File: src/rtl/fwr_pkg.sv
package fwr_pkg;
  localparam int WORD_W = 32;
  localparam int HDR_W  = 40;
  localparam int CNT_W  = 7;

  typedef enum logic [1:0] {LANE_X1, LANE_X2, LANE_X4} lane_e;

  typedef enum logic [2:0] {
    ST_IDLE, ST_HDR, ST_DUMMY, ST_DATA, ST_GAP, ST_RESP
  } seq_state_e;

  typedef struct packed {
    logic [2:0] rsv_hi;
    logic [4:0] dummy_bits;
    logic [7:0] wr_op;
    logic [1:0] rsv_mid;
    logic [1:0] lane_sel;
    logic [1:0] dummy_bytes;
    logic [1:0] addr_len;
    logic [7:0] rd_op;
  } setup_t;
endpackage

File: src/rtl/fwr_setup_decode.sv
module fwr_setup_decode
  import fwr_pkg::*;
(
  input  logic [31:0]      setup_word,
  output logic             cfg_ok,
  output logic [7:0]       rd_op,
  output logic [1:0]       addr_len,
  output logic [CNT_W-1:0] hdr_bits,
  output logic [CNT_W-1:0] dummy_cycles,
  output lane_e            lanes
);
  setup_t s;
  assign s = setup_t'(setup_word);

  assign cfg_ok   = |setup_word;
  assign rd_op    = s.rd_op;
  assign addr_len = s.addr_len;

  always_comb begin
    hdr_bits     = CNT_W'(8) + CNT_W'({s.addr_len, 3'b000}) + CNT_W'(8);
    dummy_cycles = CNT_W'({s.dummy_bytes, 3'b000}) + CNT_W'(s.dummy_bits);
    case (s.lane_sel)
      2'b01:   lanes = LANE_X2;
      2'b11:   lanes = LANE_X4;
      default: lanes = LANE_X1;
    endcase
  end
endmodule

File: src/rtl/fwr_sequencer.sv
module fwr_sequencer
  import fwr_pkg::*;
#(
  parameter int ADDR_W      = 32,
  parameter int CS_GAP_SCLK = 1
) (
  input  logic              clk,
  input  logic              rst_n,
  input  logic              window_ok,
  input  logic [7:0]        rd_op,
  input  logic [1:0]        addr_len,
  input  logic [CNT_W-1:0]  hdr_bits,
  input  logic [CNT_W-1:0]  dummy_cycles,
  input  lane_e             lanes,
  input  logic              req_valid,
  output logic              req_ready,
  input  logic [ADDR_W-1:0] req_addr,
  output logic              rsp_valid,
  input  logic              rsp_ready,
  output logic [WORD_W-1:0] rsp_data,
  output logic              rsp_err,
  output logic              eng_sclk,
  output logic              eng_cs_n,
  output logic [3:0]        eng_io_out,
  output logic [3:0]        eng_io_oe,
  input  logic [3:0]        io_in
);
  localparam int GAP_CLKS = 2 * CS_GAP_SCLK;

  seq_state_e        st;
  logic              sclk_q;
  logic              cs_n_q;
  logic [CNT_W-1:0]  cnt;
  logic [HDR_W-1:0]  sh;
  logic [WORD_W-1:0] din;
  logic              err_q;
  lane_e             lane_q;
  logic [CNT_W-1:0]  dummy_q;
  logic [CNT_W-1:0]  data_cycles;
  logic [31:0]       addr32;
  logic [31:0]       addr_aligned;
  logic [WORD_W-1:0] din_next;

  assign addr32       = 32'(req_addr);
  assign addr_aligned = addr32 << {(2'd3 - addr_len), 3'b000};

  always_comb begin
    case (lane_q)
      LANE_X2: begin
        data_cycles = CNT_W'(WORD_W / 2);
        din_next    = {din[WORD_W-3:0], io_in[1:0]};
      end
      LANE_X4: begin
        data_cycles = CNT_W'(WORD_W / 4);
        din_next    = {din[WORD_W-5:0], io_in[3:0]};
      end
      default: begin
        data_cycles = CNT_W'(WORD_W);
        din_next    = {din[WORD_W-2:0], io_in[1]};
      end
    endcase
  end

  always_ff @(posedge clk or negedge rst_n) begin
    if (!rst_n) begin
      st      <= ST_IDLE;
      sclk_q  <= 1'b0;
      cs_n_q  <= 1'b1;
      cnt     <= '0;
      sh      <= '0;
      din     <= '0;
      err_q   <= 1'b0;
      lane_q  <= LANE_X1;
      dummy_q <= '0;
    end else begin
      case (st)
        ST_IDLE: begin
          if (req_valid) begin
            if (!window_ok) begin
              err_q <= 1'b1;
              din   <= '0;
              st    <= ST_RESP;
            end else begin
              err_q   <= 1'b0;
              cs_n_q  <= 1'b0;
              sh      <= {rd_op, addr_aligned};
              cnt     <= hdr_bits;
              lane_q  <= lanes;
              dummy_q <= dummy_cycles;
              st      <= ST_HDR;
            end
          end
        end
        ST_HDR, ST_DUMMY, ST_DATA: begin
          if (!sclk_q) begin
            sclk_q <= 1'b1;
            if (st == ST_DATA) din <= din_next;
          end else begin
            sclk_q <= 1'b0;
            if (cnt == CNT_W'(1)) begin
              case (st)
                ST_HDR: begin
                  if (dummy_q != '0) begin
                    st  <= ST_DUMMY;
                    cnt <= dummy_q;
                  end else begin
                    st  <= ST_DATA;
                    cnt <= data_cycles;
                  end
                end
                ST_DUMMY: begin
                  st  <= ST_DATA;
                  cnt <= data_cycles;
                end
                default: begin
                  st     <= ST_GAP;
                  cs_n_q <= 1'b1;
                  cnt    <= CNT_W'(GAP_CLKS);
                end
              endcase
            end else begin
              cnt <= cnt - CNT_W'(1);
              if (st == ST_HDR) sh <= {sh[HDR_W-2:0], 1'b0};
            end
          end
        end
        ST_GAP: begin
          if (cnt <= CNT_W'(1)) st <= ST_RESP;
          else cnt <= cnt - CNT_W'(1);
        end
        ST_RESP: begin
          if (rsp_ready) st <= ST_IDLE;
        end
        default: st <= ST_IDLE;
      endcase
    end
  end

  assign req_ready = (st == ST_IDLE);
  assign rsp_valid = (st == ST_RESP);
  assign rsp_data  = din;
  assign rsp_err   = err_q;
  assign eng_sclk  = sclk_q;
  assign eng_cs_n  = cs_n_q;

  always_comb begin
    eng_io_out = 4'b0000;
    eng_io_oe  = 4'b0000;
    if (st == ST_HDR) begin
      eng_io_out[0] = sh[HDR_W-1];
      eng_io_oe     = 4'b0001;
    end else if (st == ST_DUMMY) begin
      eng_io_oe = 4'b0001;
    end else if (st == ST_DATA && lane_q == LANE_X1) begin
      eng_io_oe = 4'b0001;
    end
  end
endmodule

File: src/rtl/fwr_pin_mux.sv
module fwr_pin_mux #(
  parameter int IO_W = 4
) (
  input  logic            map_sel,
  input  logic            eng_sclk,
  input  logic            eng_cs_n,
  input  logic [IO_W-1:0] eng_io_out,
  input  logic [IO_W-1:0] eng_io_oe,
  input  logic            fe_sclk,
  input  logic            fe_cs_n,
  input  logic [IO_W-1:0] fe_io_out,
  input  logic [IO_W-1:0] fe_io_oe,
  output logic            pin_sclk,
  output logic            pin_cs_n,
  output logic [IO_W-1:0] pin_io_out,
  output logic [IO_W-1:0] pin_io_oe
);
  assign pin_sclk   = map_sel ? eng_sclk   : fe_sclk;
  assign pin_cs_n   = map_sel ? eng_cs_n   : fe_cs_n;
  assign pin_io_out = map_sel ? eng_io_out : fe_io_out;
  assign pin_io_oe  = map_sel ? eng_io_oe  : fe_io_oe;
endmodule

File: src/rtl/flash_window_reader.sv
module flash_window_reader
  import fwr_pkg::*;
#(
  parameter int ADDR_W      = 32,
  parameter int CS_GAP_SCLK = 1
) (
  input  logic              clk,
  input  logic              rst_n,
  input  logic [31:0]       cfg_setup,
  input  logic              map_owns_pins,
  input  logic              req_valid,
  output logic              req_ready,
  input  logic [ADDR_W-1:0] req_addr,
  output logic              rsp_valid,
  input  logic              rsp_ready,
  output logic [WORD_W-1:0] rsp_data,
  output logic              rsp_err,
  input  logic              fe_sclk,
  input  logic              fe_cs_n,
  input  logic [3:0]        fe_io_out,
  input  logic [3:0]        fe_io_oe,
  output logic              spi_sclk,
  output logic              spi_cs_n,
  output logic [3:0]        spi_io_out,
  output logic [3:0]        spi_io_oe,
  input  logic [3:0]        spi_io_in
);
  logic             cfg_ok;
  logic [7:0]       rd_op;
  logic [1:0]       addr_len;
  logic [CNT_W-1:0] hdr_bits;
  logic [CNT_W-1:0] dummy_cycles;
  lane_e            lanes;
  logic             eng_sclk;
  logic             eng_cs_n;
  logic [3:0]       eng_io_out;
  logic [3:0]       eng_io_oe;

  fwr_setup_decode u_dec (
    .setup_word   (cfg_setup),
    .cfg_ok       (cfg_ok),
    .rd_op        (rd_op),
    .addr_len     (addr_len),
    .hdr_bits     (hdr_bits),
    .dummy_cycles (dummy_cycles),
    .lanes        (lanes)
  );

  fwr_sequencer #(
    .ADDR_W      (ADDR_W),
    .CS_GAP_SCLK (CS_GAP_SCLK)
  ) u_seq (
    .clk          (clk),
    .rst_n        (rst_n),
    .window_ok    (cfg_ok & map_owns_pins),
    .rd_op        (rd_op),
    .addr_len     (addr_len),
    .hdr_bits     (hdr_bits),
    .dummy_cycles (dummy_cycles),
    .lanes        (lanes),
    .req_valid    (req_valid),
    .req_ready    (req_ready),
    .req_addr     (req_addr),
    .rsp_valid    (rsp_valid),
    .rsp_ready    (rsp_ready),
    .rsp_data     (rsp_data),
    .rsp_err      (rsp_err),
    .eng_sclk     (eng_sclk),
    .eng_cs_n     (eng_cs_n),
    .eng_io_out   (eng_io_out),
    .eng_io_oe    (eng_io_oe),
    .io_in        (spi_io_in)
  );

  fwr_pin_mux #(.IO_W(4)) u_mux (
    .map_sel    (map_owns_pins),
    .eng_sclk   (eng_sclk),
    .eng_cs_n   (eng_cs_n),
    .eng_io_out (eng_io_out),
    .eng_io_oe  (eng_io_oe),
    .fe_sclk    (fe_sclk),
    .fe_cs_n    (fe_cs_n),
    .fe_io_out  (fe_io_out),
    .fe_io_oe   (fe_io_oe),
    .pin_sclk   (spi_sclk),
    .pin_cs_n   (spi_cs_n),
    .pin_io_out (spi_io_out),
    .pin_io_oe  (spi_io_oe)
  );
endmodule

File: config.mk
export PLATFORM = sky130hd
export DESIGN_NAME = flash_window_reader
export DESIGN_NICKNAME = d
export VERILOG_FILES = /design/src/rtl/fwr_pkg.sv /design/src/rtl/fwr_setup_decode.sv /design/src/rtl/fwr_sequencer.sv /design/src/rtl/fwr_pin_mux.sv /design/src/rtl/flash_window_reader.sv
export SDC_FILE = /design/constraint.sdc
export NUM_CORES = 1
export LEC_CHECK = 0
export BUFFER_PORTS_ARGS = -buffer_cell sky130_fd_sc_hd__buf_2
export CORE_AREA = 2 2 128 130
export CTS_CLUSTER_SIZE = 16
export DETAILED_ROUTE_END_ITERATION = 10
export DIE_AREA = 0 0 130 132
export PLACE_DENSITY = 0.62
export SETUP_SLACK_MARGIN = 0.1
export SLEW_MARGIN = 20
export SYNTH_ARGS = -nofsm -noshare
export SYNTH_HDL_FRONTEND = slang
export SYNTH_SLANG_ARGS = --single-unit
export TNS_END_PERCENT = 5
File: constraint.sdc
create_clock -name clk -period 4.35 [get_ports clk]
set_input_delay 1.305 -clock clk [delete_from_list [all_inputs] [get_ports clk]]
set_output_delay 1.305 -clock clk [all_outputs]
set_load 0.02 [all_outputs]
# Yosys cells after proc, flatten, opt, wreduce, memory -nomap -nowiden

Cells that the tools add are included.

Magnitude comparators: 1
Add/subtract/negate cells: 5
Bitwise operators: 1
Multiplexer cells: 47
Equal/unequal tests: 23
Reduce and logical (&&, ||, !) cells: 16
Shift operators: 1

Operators by type and width:

| cell                | count |
|---|---|
| $mux 40             | 5 |
| $mux 32             | 4 |
| $pmux 32 s2         | 2 |
| $pmux 40 s2         | 1 |
| $mux 7              | 6 |
| $reduce_or 32->1    | 1 |
| $shl 32x5->32       | 1 |
| $pmux 7 s3          | 1 |
| $mux 3              | 6 |
| $mux 4              | 4 |
| $reduce_and 5->1    | 3 |
| $ne 2x1->1 const B  | 7 |
| $pmux 7 s2          | 1 |
| $mux 1              | 12 |
| $ne 2x2->1 const B  | 6 |
| $pmux 3 s4          | 1 |
| $pmux 6 s2          | 1 |
| $reduce_and 6->1    | 2 |
| $add 7x4->7 const B | 1 |
| $eq 7x1->1 const B  | 1 |
| $le 7x1->1 const B  | 1 |
| $reduce_bool 7->1   | 1 |
| $sub 7x1->7 const B | 1 |
| $add 4x5->6 const A | 1 |
| other kinds (20)    | 24 |

Input bits: 83
Bits in registers: 94
Word-level logic and storage cells: 103
Output and inout port bits: 45

# Logic depth before layout (Yosys ltp)

Gate-level depths: netlist (run 1).

Depth in word-level cells: 7
Mapped depth: 10
Gate-level depth less buffers: 7

# Cells and area by module

A second synthesis (run 1) with hierarchy kept.

Cells, all modules: 701
Area, all modules: 6175.9 um2

By module, submodules not included:

| module              | area an instance (um2) | cells an instance | times used | sequential area each (um2) |
|---|---|---|---|---|
| fwr_sequencer       | 5716.7                 | 652               | 1          | 2353.5 |
| fwr_setup_decode    | 291.5                  | 37                | 1          | 0.0 |
| fwr_pin_mux         | 161.4                  | 11                | 1          | 0.0 |
| flash_window_reader | 6.3                    | 1                 | 1          | 0.0 |

# Least setup slack after synthesis (run 1)

No wires, ideal clock.

Path kind: input to register
Start: in cfg_setup[9]
End: reg u_seq.sh[16]
Data required time: 4.225 ns
Arrival time: 3.341 ns
Path buffers: 3
Stages on the path: 10
Library setup time: 0.125 ns
Setup slack: 0.884 ns
Cell sequence: buf_2 > inv_1 > clkbuf_1 > ha_1 > nor4b_1 > nand4_1 > o21ai_2 > a221oi_2 > buf_6 > mux2_4

Longest elaborated chain between the ends: 5
Elaborated cells on any way between the ends: 9
Those cells by class: add/sub (1); eq/ne (1); shift (1); mux (3); bitwise (1); reduce/logical (2)

Ends and longest elaborated chain:

| element              | RTL line                 | source |
|---|---|---|
| from (decl)          | flash_window_reader.sv:9 | `input logic [31:0] cfg_setup,` |
| $sub 2x2->2          | fwr_sequencer.sv:45      | `assign addr_aligned = addr32 << {(2'd3 - addr_len), 3'b000};` |
| $shl 32x5->32        | fwr_sequencer.sv:45      |  |
| $mux 40              | fwr_sequencer.sv:79      | `if (!window_ok) begin` |
| $mux 40              | fwr_sequencer.sv:78      | `if (req_valid) begin` |
| $pmux 40 s2          | fwr_sequencer.sv:76      | `case (st)` |
| to (signal assigned) | fwr_sequencer.sv:86      | `sh <= {rd_op, addr_aligned};` |
| to (signal assigned) | fwr_sequencer.sv:123     | `if (st == ST_HDR) sh <= {sh[HDR_W-2:0], 1'b0};` |
| to (decl)            | fwr_sequencer.sv:34      | `logic [HDR_W-1:0] sh;` |

Parallel ways exist; a longest one is shown, timed or not. The select of a mux whose other input is x is not followed.
A chain may end at the register's enable or synchronous reset.

# Final worst setup path (run 1)

Start: in cfg_setup[8]
End: reg u_seq.sh[16]

Same word-level chain as after synthesis.

==> flow_summary.toml, run 1 <==
[critical_path]
crit_start = "cfg_setup[8]"
crit_chain = "buf_2 > clkinv_1 > ha_1 > nor4b_1 > nand4_1 > o21ai_2 > a221oi_4 > buf_4 > mux2_4"
worst_setup_path_end_kind = "flop"
cpMaxStageDelayCell = "a221oi_4"
crit_arrival_ns = 3.71
required_ns = 4.60
reg2regPathDepth = 5
criticalPathCategory = "primary input to flop"
r2r_setup_slack_ns = 1.20
r2r-end = "u_seq.sh[16]"
critPathMaxStageDelay_ns = 0.64
r2r_start = "u_seq.st[0]"
cp-start-kind = "primary input"
crit_fanout = 32

[global_routing]
grt_max_degree = 84
grt_pass1_vias = 5318
antenna_found_initial = 1
grt.total_usage_pct = 19.7
grt_overflow = 0
grt_first_pass_wirelength_um = 27200

[floorplanning]
design.core.area_um2 = 15700
start_util_pct = 39.7
rows = 46
die_y_um = 132
fp.dieW_um = 130
die_area_um2 = 17200
ios = 128

[placement]
gp_congestion = 0.845
dp_hpwl_um = 11600
port_buffers = 127

[routing]
vias = 5205
drt-total-wl_um = 16500
antenna_left = 0
wl_per_cell_um = 17.4
firstDrtPassIters = 4
drtIter0Drc = 337
drc = 0
viasPerCell = 5.47

[job]
drv_cap = 0

[logic_synthesis]
yosys_warnings = 0
synth_fp_nets = 725
syn_inst = 632
synth_area_leaders = "dfrtp_1, mux2_4, mux2_1"
synth.avg_cell_area_um2 = 9.87
synth_area_leader_cell = "dfrtp_1"
synthTopCellsByCount = "dfrtp_1, nand2_1, nor2_1, mux2_4"
synth_top_area_share_pct = 36.9
seq_area_frac_synth_pct = 37.3
netlist_area_um2 = 6240
ys.flop_type = "dfrtp_1"
async_flop_share_pct = 100
yosysMostFrequentCell = "dfrtp_1"
ys_ff_latch = 93
synth_edf_count = 0
synth_cell_type_count = 66

[finish]
area_growth_pct = 17.7
nets = 823
drive_gt1_share_pct = 32.4
fillers = 1490

[clock_tree]
path_clk_slew_ns = 0.07
clock_tree.buffer_depth = 2
postCtsResizedCells = 0
clkSinkCount = 93
cts_tree = "yes"
clock-root-buffer = "clkbuf_16"
clk_latency_ns = 0.36
cts_htree_levels = 3
cts_buffers = 9
cts_hold_buffers = 0
post-cts-setup-buffers = 0

[pwr]
p_per_area_nw_per_um2 = 256
p_leak_nw = 3.47
max-vdd-ir-drop_v = 0.000202
p_total_mw = 1.88

[timing]
max_freq_ghz = 0.289
drv_slew = 0
period_needed_ns = 3.47
rsz0062_at_grt = "false"
final-setup-viol-count = 0
final.period_utilization_pct = 79.7
slew_headroom_pct = 28.0
hold_viol_final = 0
skew_ns = 0.0113
tns_ns = 0
worst_pin_slew_ns = 1.08

[min_path]
hold_path.startpoint = "u_seq.rsp_err"
min_path_type = "flop to flop"
hold_depth = 1
whs_endpoint = "u_seq.rsp_err"

[run_status]
status = "finished clean"
## layout make-up
cell class | count | area, µm² | area share [%]
Inverter | 11 | 41.3 | 0.562
Timing Repair Buffer | 139 | 732 | 9.97
Multi-Input combinational cell | 476 | 3650 | 49.7
Clock buffer | 12 | 267 | 3.63
Tap cell | 216 | 270 | 3.68
Sequential cell | 93 | 2330 | 31.7
Clock inverter | 4 | 52.6 | 0.716
Antenna cell | 1 | 2.50 | 0.0341
## worst max-delay path by stage
stage | end | slack, ns | depth (start not counted)
detailed placement | u_seq.sh[17] | 0.50 | 9
floorplan | u_seq.sh[16] | 0.88 | 10
CTS | u_seq.sh[17] | 0.88 | 9
global route | u_seq.sh[24] | 0.73 | 9
finish | u_seq.sh[16] | 0.88 | 9
global placement | u_seq.sh[16] | 0.56 | 9
## per-stage QoR
| stage | setup WS [ns] | hold WS, ns | cell area, µm² | instances | util (%) |
|---|---|---|---|---|---|
| 2_1_floorplan | 0.884 | 0.470 | 6240 | 632 | - |
| 3_3_place_gp | 0.558 | 0.481 | 7000 | 935 | 44.6 |
| 3_5_place_dp | 0.500 | 0.488 | 7010 | 935 | 44.6 |
| 4_1_cts | 0.884 | 0.507 | 7330 | 951 | 46.6 |
| 5_1_grt | 0.734 | 0.523 | 7340 | 951 | 46.7 |
| 6_report | 0.884 | 0.505 | 7340 | 952 | 46.7 |
## cells in the final DEF, fill, tap and decap left out, drive strengths merged, types with 3 or more instances in the layout
cell type,n
o21ai,24
a32o,5
xnor2,5
and3,11
and2,3
nand2,81
nor3,7
ha,9
buf,139
a31o,8
a31oi,3
or2,3
clkbuf,12
clkinv,3
nor2b,9
o31ai,11
nand3,9
a211oi,31
a211o,4
inv,11
dfrtp,92
nor2,52
a22oi,31
nand2b,5
nor4,11
a21oi,16
o211ai,5
mux2i,24
mux2,83
## metal layers
layer	track usage (%)	routed length, µm	vias to the layer above
met2	31.5	8050	116
met1	25.3	7120	2554
met3	5.60	970	25
met4	7.35	384	2
li1	-	-	2508
met5	0	13	-
## power breakdown
group / switching (mW) / leakage (nW) / total [mW] / internal (mW)
Combinational: 0.0949 / 2.04 / 0.167 / 0.0719
Clock: 0.357 / 0.159 / 0.852 / 0.495
Sequential: 0.000000000295 / 1.27 / 0.864 / 0.864
## kinds of logic after synthesis
| family | Yosys count | share of synthesized area (%) |
|---|---|---|
| AOI/OAI and AO/OA | 152 | 17.7 |
| xor gates and xnor gates | 6 | 0.842 |
| adders and majority gates | 10 | 2.13 |
| buffers and inverters | 63 | 4.95 |
| DFF | 93 | 37.3 |
| muxes | 107 | 21.4 |
| and+or+nand+nor | 201 | 15.7 |
## critical path, delay by kind of cell
family                   cells  cell delay [ns]
adder cells (fa/ha/maj)      1             0.22
multiplexers                 1             0.35
AND/OR/NAND/NOR              2             0.25
AO/OA/AOI/OAI                2             0.77
buffers and inverters        3             0.80
## sequential cells by signal (all words and copies together) (netlist names)
signal / count
u_seq.cnt: 7
u_seq.dummy_q: 6
u_seq.eng_cs_n: 1
u_seq.eng_sclk: 1
u_seq.lane_q: 2
u_seq.rsp_data: 32
u_seq.rsp_err: 1
u_seq.sh: 40
u_seq.st: 3
Power figures use the tool's default switching activity.
==> run 2: changes to the inputs <==
--- a/config.mk
+++ b/config.mk
@@ -10,7 +10,7 @@
 export CTS_CLUSTER_SIZE = 16
 export DETAILED_ROUTE_END_ITERATION = 10
 export DIE_AREA = 0 0 130 132
-export PLACE_DENSITY = 0.62
+export PLACE_DENSITY = 0.64
 export SETUP_SLACK_MARGIN = 0.1
 export SLEW_MARGIN = 20
 export SYNTH_ARGS = -nofsm -noshare
==> constraint.sdc (replaced) <==
create_clock -name clk -period 3 [get_ports clk]
set_input_delay 0.9 -clock clk [delete_from_list [all_inputs] [get_ports clk]]
set_output_delay 0.9 -clock clk [all_outputs]
set_load 0.02 [all_outputs]
==> flow_summary.toml, run 2 (synthesis results as in run 1) <==
[floorplanning]
die_y_um = 132
ios = 128
die_area_um2 = 17200
start_util_pct = 39.7
fp.dieW_um = 130
rows = 46
design.core.area_um2 = 15700

[pwr]
p_leak_nw = 3.54
max-vdd-ir-drop_v = 0.000188
p_per_area_nw_per_um2 = 390

[finish]
most-common-layout-cells = "buf_2, dfrtp_1, nand2_1, nor2_1, mux2_4"
seqCellArea_um2 = 2330
largest_reg_flops = 40
area_growth_pct = 19.8
drive_gt1_share_pct = 33.1
layout_commonest_cell = "buf_2"
nets = 832
antenna_cells = 0
fillers = 1461
top_register = "u_seq.sh"
final_area_um2 = 7470
multi_input_area_um2 = 3640
utilization_pct = 47.6

[global_routing]
antenna_found_initial = 0
grt.total_usage_pct = 20.6
grt_pass1_vias = 5464
grt_first_pass_wirelength_um = 28300
grt_overflow = 0
grt_max_degree = 50

[routing]
vias = 5274
firstDrtPassIters = 4
drtIter0Drc = 330
drc = 0
wl_per_cell_um = 17.7
viasPerCell = 5.49
drt-total-wl_um = 17000
antenna_left = 0

[timing]
worst_pin_slew_ns = 1.09
tns_ns = 0
rsz0062_at_grt = "false"
skew_ns = 0.00768
final-setup-viol-count = 0
final.period_utilization_pct = 90.5
hold_viol_final = 0
drv_slew = 0
slew_headroom_pct = 27.0
max_freq_ghz = 0.368
period_needed_ns = 2.71

[placement]
gp_congestion = 0.830
placed_cell_area_um2 = 7110
dp_hpwl_um = 12100
port_buffers = 127

[critical_path]
worst_setup_path_end_kind = "flop"
crit_arrival_ns = 2.95
required_ns = 3.23
cp-start-kind = "primary input"
criticalPathCategory = "primary input to flop"
crit_fanout = 32

[clock_tree]
cts_tree = "yes"
clkSinkCount = 93
cts_buffers = 9
path_clk_slew_ns = 0.06
cts_hold_buffers = 0
clock_tree.buffer_depth = 2
clock-root-buffer = "clkbuf_16"
clk_latency_ns = 0.36
postCtsResizedCells = 0
cts_htree_levels = 3
post-cts-setup-buffers = 0

[min_path]
min_path_type = "flop to flop"

[job]
drv_cap = 0

[run_status]
status = "finished clean"
run 2: through the flow:
step                      total power [mW]  cells  setup WS [ns]  hold slack (ns)
after CTS                             2.94    960          0.286            0.501
after global placement                1.52    944        -0.0379            0.485
after global routing                  3.00    960          0.145            0.518
after floorplan                       1.39    632          0.107            0.470
after detailed placement              1.53    944        -0.0881            0.485
final                                 2.91    960          0.286            0.497
run 2: worst paths after layout:
path | slack (ns) | endpoint | startpoint | depth (start not counted)
max | 0.29 | u_seq.rsp_data[23] | cfg_setup[8] | 8
min | 0.50 | u_seq.rsp_err | u_seq.rsp_err | 1
max reg2reg | 0.53 | u_seq.rsp_data[23] | u_seq.st[0] | 4
min reg2reg | 0.50 | u_seq.rsp_err | u_seq.rsp_err | 1
max in group asynchronous | 1.69 | u_seq.eng_cs_n | rst_n | 2
min in group asynchronous | 0.56 | u_seq.sh[20] | rst_n | 1
run 2: where the power goes:
part	total (mW)	switching, mW	internal, mW
combinational	0.247	0.140	0.107
clock	1.41	0.514	0.896
sequential	1.25	0.000000000419	1.25
total	2.91	0.654	2.26
run 2: cell type report:
class	instances	area share, %
multi-input cells	476	48.7
repair buffers	148	11.2
clock inverters	7	1.84
flip-flops and latches	93	31.2
well taps	216	3.62
clock buffers	9	3.01
inverters	11	0.553
run 2: worst max-delay path: stages:
cell,delay [ns]
buf_2,0.09
clkinv_1,0.07
ha_1,0.20
nor4b_1,0.14
nand4_1,0.10
o21ai_2,0.12
a21oi_4,0.88
mux2_2,0.42
run 2: routing by layer:
metal / vias to the layer above / part of all wire, % / track usage [%]
met5: - / 0 / 0
met2: 119 / 49 / 33.4
li1: 2535 / - / -
met3: 31 / 3.9 / 3.65
met4: 0 / 3.1 / 9.02
met1: 2589 / 44 / 26.7
